File: config.mk
export PLATFORM = sky130hd
export DESIGN_NAME = irqc_combined
export DESIGN_NICKNAME = d
export VERILOG_FILES = /design/src/rtl/irqc_pkg.sv /design/src/rtl/irqc_sync_edge.sv /design/src/rtl/irqc_pend_bank.sv /design/src/rtl/irqc_enable_reg.sv /design/src/rtl/irqc_combined.sv
export SDC_FILE = /design/constraint.sdc
export NUM_CORES = 1
export LEC_CHECK = 0
export ABC_AREA = 0
export CAP_MARGIN = 20
export CORE_MARGIN = 1
export CORE_UTILIZATION = 40
export CTS_BUF_LIST = sky130_fd_sc_hd__clkbuf_16
export CTS_CLUSTER_DIAMETER = 150
export DETAILED_ROUTE_END_ITERATION = 8
export PLACE_DENSITY = 0.88
export SYNTH_ARGS = -nofsm -noshare
export SYNTH_HDL_FRONTEND = slang
export SYNTH_SLANG_ARGS = --single-unit
File: constraint.sdc
create_clock -name clk -period 2.4 [get_ports clk]
set_clock_uncertainty 0.15 [all_clocks]
set_input_delay 0.48 -clock clk [delete_from_list [all_inputs] [get_ports clk]]
set_output_delay 0.48 -clock clk [all_outputs]
set_load 0.01 [all_outputs]
File: src/rtl/irqc_pkg.sv
// Package: shared constants for the combined enable/pending interrupt aggregator.
// Assumes a 32-bit register split into two 16-bit halves.
package irqc_pkg;
    localparam int REG_W    = 32;
    localparam int HALF_W   = REG_W / 2;
    localparam int PEND_OFS = HALF_W;   // pending bit sits this far above its enable bit
    localparam int SYNC_STAGES = 2;

    typedef logic [REG_W-1:0] reg_word_t;
endpackage

File: src/rtl/irqc_sync_edge.sv
// Synchroniser and rising-edge detector for a vector of asynchronous sources.
// Assumes every bit is an independent slow level; emits a one-cycle pulse per 0->1 change.
module irqc_sync_edge #(
    parameter int WIDTH  = 7,
    parameter int STAGES = 2
) (
    input  logic             clk,
    input  logic             rst_n,
    input  logic [WIDTH-1:0] async_in,
    output logic [WIDTH-1:0] rise
);
    logic [STAGES-1:0][WIDTH-1:0] chain_q;
    logic [WIDTH-1:0]             prev_q;

    // Shift the sampled inputs through the synchroniser chain
    always_ff @(posedge clk) begin
        if (!rst_n) begin
            chain_q <= '0;
        end else begin
            chain_q[0] <= async_in;
            for (int s = 1; s < STAGES; s++) begin
                chain_q[s] <= chain_q[s-1];
            end
        end
    end

    // Hold the previous synchronised value for edge detection
    always_ff @(posedge clk) begin
        if (!rst_n) prev_q <= '0;
        else        prev_q <= chain_q[STAGES-1];
    end

    assign rise = chain_q[STAGES-1] & ~prev_q;
endmodule

File: src/rtl/irqc_pend_bank.sv
// Pending-bit storage with write-1-to-clear and set-over-clear priority.
// Assumes clr_mask is already qualified by the write strobe.
module irqc_pend_bank #(
    parameter int WIDTH = 7
) (
    input  logic             clk,
    input  logic             rst_n,
    input  logic [WIDTH-1:0] set_vec,
    input  logic [WIDTH-1:0] clr_mask,
    output logic [WIDTH-1:0] pend
);
    logic [WIDTH-1:0] pend_q;

    // Clear the named bits first, then let any new edge set its bit
    always_ff @(posedge clk) begin
        if (!rst_n) pend_q <= '0;
        else        pend_q <= (pend_q & ~clr_mask) | set_vec;
    end

    assign pend = pend_q;
endmodule

File: src/rtl/irqc_enable_reg.sv
// Plain read/write storage for the per-source enable bits.
// Assumes wdata_field is already aligned to bit 0 of the source field.
module irqc_enable_reg #(
    parameter int WIDTH = 7
) (
    input  logic             clk,
    input  logic             rst_n,
    input  logic             wr_en,
    input  logic [WIDTH-1:0] wdata_field,
    output logic [WIDTH-1:0] en
);
    logic [WIDTH-1:0] en_q;

    // Load the enables on a write, otherwise keep them
    always_ff @(posedge clk) begin
        if (!rst_n)     en_q <= '0;
        else if (wr_en) en_q <= wdata_field;
    end

    assign en = en_q;
endmodule

File: src/rtl/irqc_combined.sv
// Top level: one register holds the enables (low half) and the pending bits
// (high half, write-1-to-clear). The request output is the OR of pending AND enable.
// Assumes FIELD_LSB + SRC_COUNT <= 16.
module irqc_combined
    import irqc_pkg::*;
#(
    parameter int FIELD_LSB = 0,
    parameter int SRC_COUNT = 7
) (
    input  logic                 clk,
    input  logic                 rst_n,
    input  logic                 wr_en,
    input  logic [REG_W-1:0]     wdata,
    output logic [REG_W-1:0]     rdata,
    input  logic [SRC_COUNT-1:0] src,
    output logic                 irq
);
    localparam int EN_LO   = FIELD_LSB;
    localparam int PEND_LO = FIELD_LSB + PEND_OFS;

    logic [SRC_COUNT-1:0] src_rise;
    logic [SRC_COUNT-1:0] en_bits;
    logic [SRC_COUNT-1:0] pend_bits;
    logic [SRC_COUNT-1:0] clr_mask;

    irqc_sync_edge #(.WIDTH(SRC_COUNT), .STAGES(SYNC_STAGES)) u_sync (
        .clk(clk), .rst_n(rst_n), .async_in(src), .rise(src_rise)
    );

    irqc_enable_reg #(.WIDTH(SRC_COUNT)) u_en (
        .clk(clk), .rst_n(rst_n), .wr_en(wr_en),
        .wdata_field(wdata[EN_LO +: SRC_COUNT]), .en(en_bits)
    );

    // Qualify the clear mask with the write strobe
    always_comb begin
        clr_mask = wr_en ? wdata[PEND_LO +: SRC_COUNT] : '0;
    end

    irqc_pend_bank #(.WIDTH(SRC_COUNT)) u_pend (
        .clk(clk), .rst_n(rst_n), .set_vec(src_rise),
        .clr_mask(clr_mask), .pend(pend_bits)
    );

    // Assemble the read word; reserved positions are tied to zero
    always_comb begin
        rdata = '0;
        rdata[EN_LO   +: SRC_COUNT] = en_bits;
        rdata[PEND_LO +: SRC_COUNT] = pend_bits;
    end

    // Level request: any source that is both pending and enabled
    assign irq = |(pend_bits & en_bits);
endmodule

==> results of run 1 <==
==> routing by layer <==
layer | GRT usage | part of all wire
met2 | 0.221 | 0.43
met5 | 0 | 0
met3 | 0.0764 | 0.099
met4 | 0.0816 | 0.021
met1 | 0.149 | 0.44
==> cell usage in the layout, fill, tap and decap left out <==
master,count
conb_1,18
a222oi_1,1
inv_1,2
a22oi_1,2
nand3_1,1
mux2i_1,7
o21a_1,7
clkinv_2,1
nor2b_1,14
a21boi_1,7
and2_1,21
clkdlybuf4s50_1,38
clkbuf_16,5
buf_4,2
dfxtp_1,35
==> worst max-delay path: stages (launching register included) <==
cell and delay (ns):
dfxtp_1 0.32, a222oi_1 0.41, nand3_1 0.12, clkdlybuf4s50_1 0.50
==> layout make-up <==
cell class	count	area [um2]
Multi-Input combinational cell	78	492
Timing Repair Buffer	40	395
Tap cell	44	55.1
Sequential cell	35	701
Fill cell	280	1300
Clock buffer	5	125
Clock inverter	3	12.5
==> cells by family (layout without fill, tap and decap cells) <==
group	after synthesis	count (layout)	share of synthesized area
other	1	18	0.00287
buffers and inverters	23	48	0.135
flip-flops	35	35	0.537
AND/OR/NAND/NOR	36	36	0.172
multiplexers	7	7	0.0537
AO/OA/AOI/OAI	17	17	0.0997
==> state kept, by name, indices dropped and copies added (netlist names) <==
register        cells
u_sync.chain_q     14
u_en.en             7
u_pend.pend         7
u_sync.prev_q       7
==> cells in the mapped netlist <==
master,instances,share of area
a222oi_1,1,0.0077
buf_2,1,0.0038
conb_1,1,0.0029
nor2b_1,14,0.067
nand3_1,1,0.0038
buf_6,1,0.0086
o21a_1,7,0.040
and2_1,21,0.10
dfxtp_1,35,0.54
a22oi_1,2,0.012
buf_8,1,0.012
clkbuf_2,2,0.0077
a21boi_1,7,0.040
buf_4,18,0.10
mux2i_1,7,0.054
==> report_power, final <==
part	leakage [nW]	internal, W	switching [W]	total (W)
logic	0.391	0.0000803	0.0000515	0.000132
registers	0.288	0.000609	0.0000132	0.000622
clock network	0.0762	0.000373	0.000210	0.000583
total	0.755	0.00106	0.000275	0.00134
==> path summary, 6_finish.rpt <==
kind	startpoint	to	slack (ns)	depth (start not counted)
worst min-delay path	u_sync.chain_q[3]	u_sync.chain_q[10]	0.28	1
worst max register to register	u_pend.pend[5]	u_pend.pend[5]	1.52	2
worst max-delay path	u_pend.pend[4]	irq	0.14	3
worst min register to register	u_sync.chain_q[3]	u_sync.chain_q[10]	0.28	1
==> stage by stage <==
step	total power, W	hold WS (ns)	setup slack (ns)
after floorplan	0.000716	0.256	0.963
after global placement	0.000761	0.263	0.407
after detailed placement	0.000766	0.272	0.430
after CTS	0.00136	0.280	0.116
after global routing	0.00140	0.290	0.0358
final	0.00134	0.276	0.141
==> metrics.md, run 1 <==
| Metric | Value |
|---|---|
| TritonCTS Sinks | 35 |
| Syn Std Cell Area | 1310 um2 |
| GRT Util Overall | 0.141 |
| WL final | 2170 um |
| Via-per-instance ratio | roughly 4.2 |
| Post-Place Cell Area | 1640 um2 |
| DRT Pass-1 Iters | 4 |
| CTS Root Cell | clkbuf_16 |
| Final Cycle Share | 0.941 |
| Dpl cells | 197 |
| Num CTS Buffers | 5 |
| Share of layout cells above drive strength 1 | 0.0497 |
| LEAKAGE | around 0.76 nW |
| I/O Pins | 75 |
| Crit Path Class | reg2out |
| Routed Antenna Nets | 0 |
| Max-cap violations | 0 |
| Hold Crit Class | reg2reg |
| YS warnings | 0 |
| CTS HTree Levels | 2 |
| Critical path data arrival time | around 1.6 ns |
| N_diodes | 0 |
| Pwr/cell area | 751 nW/um2 |
| First-pass GRT wire length | 3390 um |
| Setup TNS | 0 ns |
| CTS tree | done |
| Die Area | 3500 um2 |
| Layout Cells excl Fill | 205 |
| Number of global-route vias before repair | 783 |
| CTS max path bufs | 2 |
| Max Slew Vio Count | 0 |
| Status | complete, no violations |
| Final Util | 0.578 |
| Clk pin slew, worst setup/hold paths | 0.05 ns |
| Worst-skew pair later-pin latency | 0.27 ns |
| Rows | 20 |
| Die Wd | 59.1 um |
| Post-Syn Instances | 119 |
| PostCTS Resize Cnt | 0 |
| Sequential cell area fraction in the yosys report | 0.537 |
| Nets | 202 |
| Flops & latches, synth | 35 |
| Worst vdd ir | 372 uV |
| Final hold viol count | 0 |
| Largest net degree at the start of global routing | 36 |
| Core Area | 3080 um2 |
| Total grt overflow | 0 |
| Fmax | around 440 MHz |
| Hold buffer count at CTS | 0 |
| Post-detailed-route wirelength per cell | ~11 um |
| Die Span Y | 59.1 um |
| Syn-to-layout area delta | 36.4% |
| Worst setup SP type | flop |
| Global placer's final weighted congestion | ~0.7 |
| Mapped Avg Cell Area | 11.0 um2 |
| Initial Util | 0.424 |
| Setup violations, final | 0 |
| Vias | 870 |
| Antenna violations before repair | 0 |
| Setup Fix Bufs, Post-CTS | 0 |
| PortBufs | 38 |
| DP HPWL | 1580 um |
| Min Clock Period, post-route | 2.26 ns |
| Maximum fanout along the worst path | 3 |
| Design area | 1780 um2 |
| Initial DRC Count | 13 |
| DRC Markers | 0 |
| Worst Setup End Kind | output pin |
| Cell variety after synth | 15 |
| Critical path required time | 1.77 ns |
| RSZ-0062 raised after global routing | no |
(Power assumes the default switching activity.)
==> run 2: changes to the inputs <==
- SKIP_CTS_REPAIR_TIMING: default -> 1
- clock period: 2.4 -> 2.9 ns (I/O delays scaled with it)
==> run 2 against run 1 <==
Compared with the run above:
- sequential share of layout area up 0.53 points
- routed wire length down 0.32%
- critical path depth unchanged
- clock power down 20%
- final cell count down 2.0%
- global-route usage up 0.14 points
- largest cell class unchanged
- largest power group unchanged
==> metrics.md, run 2 (synthesis gave the netlist of run 1 again) <==
| Metric | Value |
|---|---|
| Die Wd | 59.1 um (unchanged) |
| Setup violations, final | 0 (unchanged) |
| Clk pin slew, worst setup/hold paths | 0.05 ns (about the same) |
| Sw Pwr | 0.000215 W (was 0.000275 W) |
| Critical path required time | 2.17 ns (was 1.77 ns) |
| Total grt overflow | 0 (unchanged) |
| First-pass GRT wire length | 3480 um (was 3390 um) |
| Hold Crit Class | reg2reg (unchanged) |
| WL final | 2160 um (was 2170 um) |
| CTS tree | done (unchanged) |
| Die Span Y | 59.1 um (unchanged) |
| I/O Pins | 75 (unchanged) |
| Flip-flop count of the largest register after layout | 14 (unchanged) |
| LEAKAGE | 0.737 nW (was 0.755 nW) |
| Slowest-stage cell, CP | clkdlybuf4s50_1 (unchanged) |
| TritonCTS Sinks | 35 (unchanged) |
| Die Area | 3500 um2 (unchanged) |
| Most flops, register | u_sync.chain_q (unchanged) |
| Fmax | 418 MHz |
| Maximum fanout along the worst path | 3 (unchanged) |
| Worst Setup End Kind | output pin (unchanged) |
| Max Slew Vio Count | 0 (unchanged) |
| Comb pwr share | 0.098 (was 0.099) |
| Reg2reg start | u_pend.pend[5] (unchanged) |
| DRT Pass-1 Iters | 4 (unchanged) |
| Post-detailed-route wirelength per cell | 10.7 um (was 10.6 um) |
| Most common cell after layout, fill and taps aside | clkdlybuf4s50_1 (unchanged) |
| GRT Util Overall | 0.142 (was 0.141) |
| Core Area | 3080 um2 (unchanged) |
| Initial DRC Count | 23 (was 13) |
| Final Cycle Share | 0.825 |
| Status | complete, no violations (unchanged) |
| Min Clock Period, post-route | 2.39 ns |
| Global placer's final weighted congestion | 0.706 (was 0.707) |
| Setup slack, reg-to-reg | 1.98 ns (was 1.52 ns) |
| Hold path depth | 1 (unchanged) |
| Worst path max stage delay | 0.50 ns (about the same) |
| PnR worst setup slack | 0.509 ns (was 0.141 ns) |
| Clock Power Share | 0.429 (was 0.436) |
| Initial Util | 0.424 (unchanged) |
| Top sig layer | met4 (unchanged) |
| Sw frac | 0.198 (was 0.205) |
| Worst R2R Path Depth | 2 (unchanged) |
| Final hold viol count | 0 (unchanged) |
| Share of layout cells above drive strength 1 | 0.0318 (was 0.0497) |
| Rows | 20 (unchanged) |
| Antenna violations before repair | 0 (unchanged) |
| Commonest non-fill, non-tap cells in the layout | 38 x clkdlybuf4s50_1, 35 x dfxtp_1, 21 x and2_1, 18 x conb_1, 14 x nor2b_1 (unchanged) |
| Slew @ Worst Pin | 0.845 ns |
| Top delay family on crit path | buffers and inverters (unchanged) |
| Worst slew margin | 0.435 |
| Pint | 0.000873 W (was 0.00106 W) |
| Critical R2R Capture | u_pend.pend[5] (unchanged) |
| Worst vdd ir | 362 uV (was 372 uV) |
| Pwr/cell area | 619 nW/um2 (was 751 nW/um2) |
| Share of power burned in registers | 0.474 (was 0.465) |
| Met1 wire length | 964 um (unchanged) |
| CTS Root Cell | clkbuf_16 (unchanged) |
| PortBufs | 38 (unchanged) |
| DRC Markers | 0 (unchanged) |
| Worst Hold Endpoint | u_sync.chain_q[10] (unchanged) |
| Max-cap violations | 0 (unchanged) |
| Nets | 200 (was 202) |
| Worst setup SP type | flop (unchanged) |
| Final total power | 0.00109 W (was 0.00134 W) |
| CTS max path bufs | 2 (unchanged) |
| Via-per-instance ratio | 4.21 (was 4.24) |
| Num CTS Buffers | 5 (unchanged) |
| Vias | 847 (was 870) |
| Critical path data arrival time | 1.66 ns (was 1.63 ns) |
| Bufs and invs on worst path | 1 (unchanged) |
| N_diodes | 0 (unchanged) |
| Routed wl met3 | 175 um (was 215 um) |
| CP cell instances | a222oi_1 -> nand3_1 -> clkdlybuf4s50_1 (unchanged) |
| CTS HTree Levels | 2 (unchanged) |
| Routed Antenna Nets | 0 (unchanged) |
| Largest net degree at the start of global routing | 36 (unchanged) |
| Worst-skew pair later-pin latency | 0.27 ns (about the same) |
| Crit Path Class | reg2out (unchanged) |
| Worst slack at placement | 0.740 ns (was 0.430 ns) |
| Hold path startpoint | u_sync.chain_q[3] (unchanged) |
| Number of global-route vias before repair | 804 (was 783) |
| Routed wl met2 | 995 um (was 941 um) |
| Setup TNS | 0 ns (unchanged) |
| Final Util | 0.571 (was 0.578) |
| RSZ-0062 raised after global routing | no (unchanged) |
| Syn-to-layout area delta | 34.6% (was 36.4%) |
| DP HPWL | 1590 um (was 1580 um) |
==> run 2: per-stage QoR <==
stage | cells | instance area [um2] | hold slack (ns)
2_1_floorplan | 136 | 1370 | 0.256
3_5_place_dp | 195 | 1630 | 0.270
3_3_place_gp | 195 | 1630 | 0.264
5_1_grt | 201 | 1760 | 0.295
6_report | 201 | 1760 | 0.278
4_1_cts | 201 | 1760 | 0.281
==> run 2: how the worst max path moves through the flow <==
| stage | slack [ns] | cells past startpoint | to | startpoint |
|---|---|---|---|---|
| final | 0.51 | 3 | irq | u_pend.pend[4] |
| after global routing | 0.41 | 3 | irq | u_pend.pend[4] |
| after CTS | 0.51 | 3 | irq | u_pend.pend[4] |
| after detailed placement | 0.74 | 2 | u_sync.prev_q[4] | rst_n |
| after global placement | 0.81 | 2 | u_sync.chain_q[10] | rst_n |
| after floorplan | 1.36 | 2 | irq | u_pend.pend[4] |
==> run 2: power groups by stage <==
stage | registers (W) | clock network (W) | logic (W)
finish | 0.000516 | 0.000466 | 0.000106
global route | 0.000517 | 0.000504 | 0.000116
CTS | 0.000515 | 0.000481 | 0.000107
detailed placement | 0.000525 | 0 | 0.000107
global placement | 0.000523 | 0 | 0.000105
floorplan | 0.000527 | 0 | 0.0000660
==> run 2: layer usage <==
layer | track usage | vias up
met3 | 0.0721 | 5
li1 | - | 421
met4 | 0.0816 | 0
met1 | 0.170 | 377
met5 | 0 | -
met2 | 0.205 | 44
==> run 2: area by class of cell <==
type / count / area [um2]
Clock buffer: 5 / 125
Clock inverter: 1 / 3.75
Fill cell: 274 / 1320
Multi-Input combinational cell: 78 / 492
Sequential cell: 35 / 701
Tap cell: 44 / 55.1
Timing Repair Buffer: 38 / 380
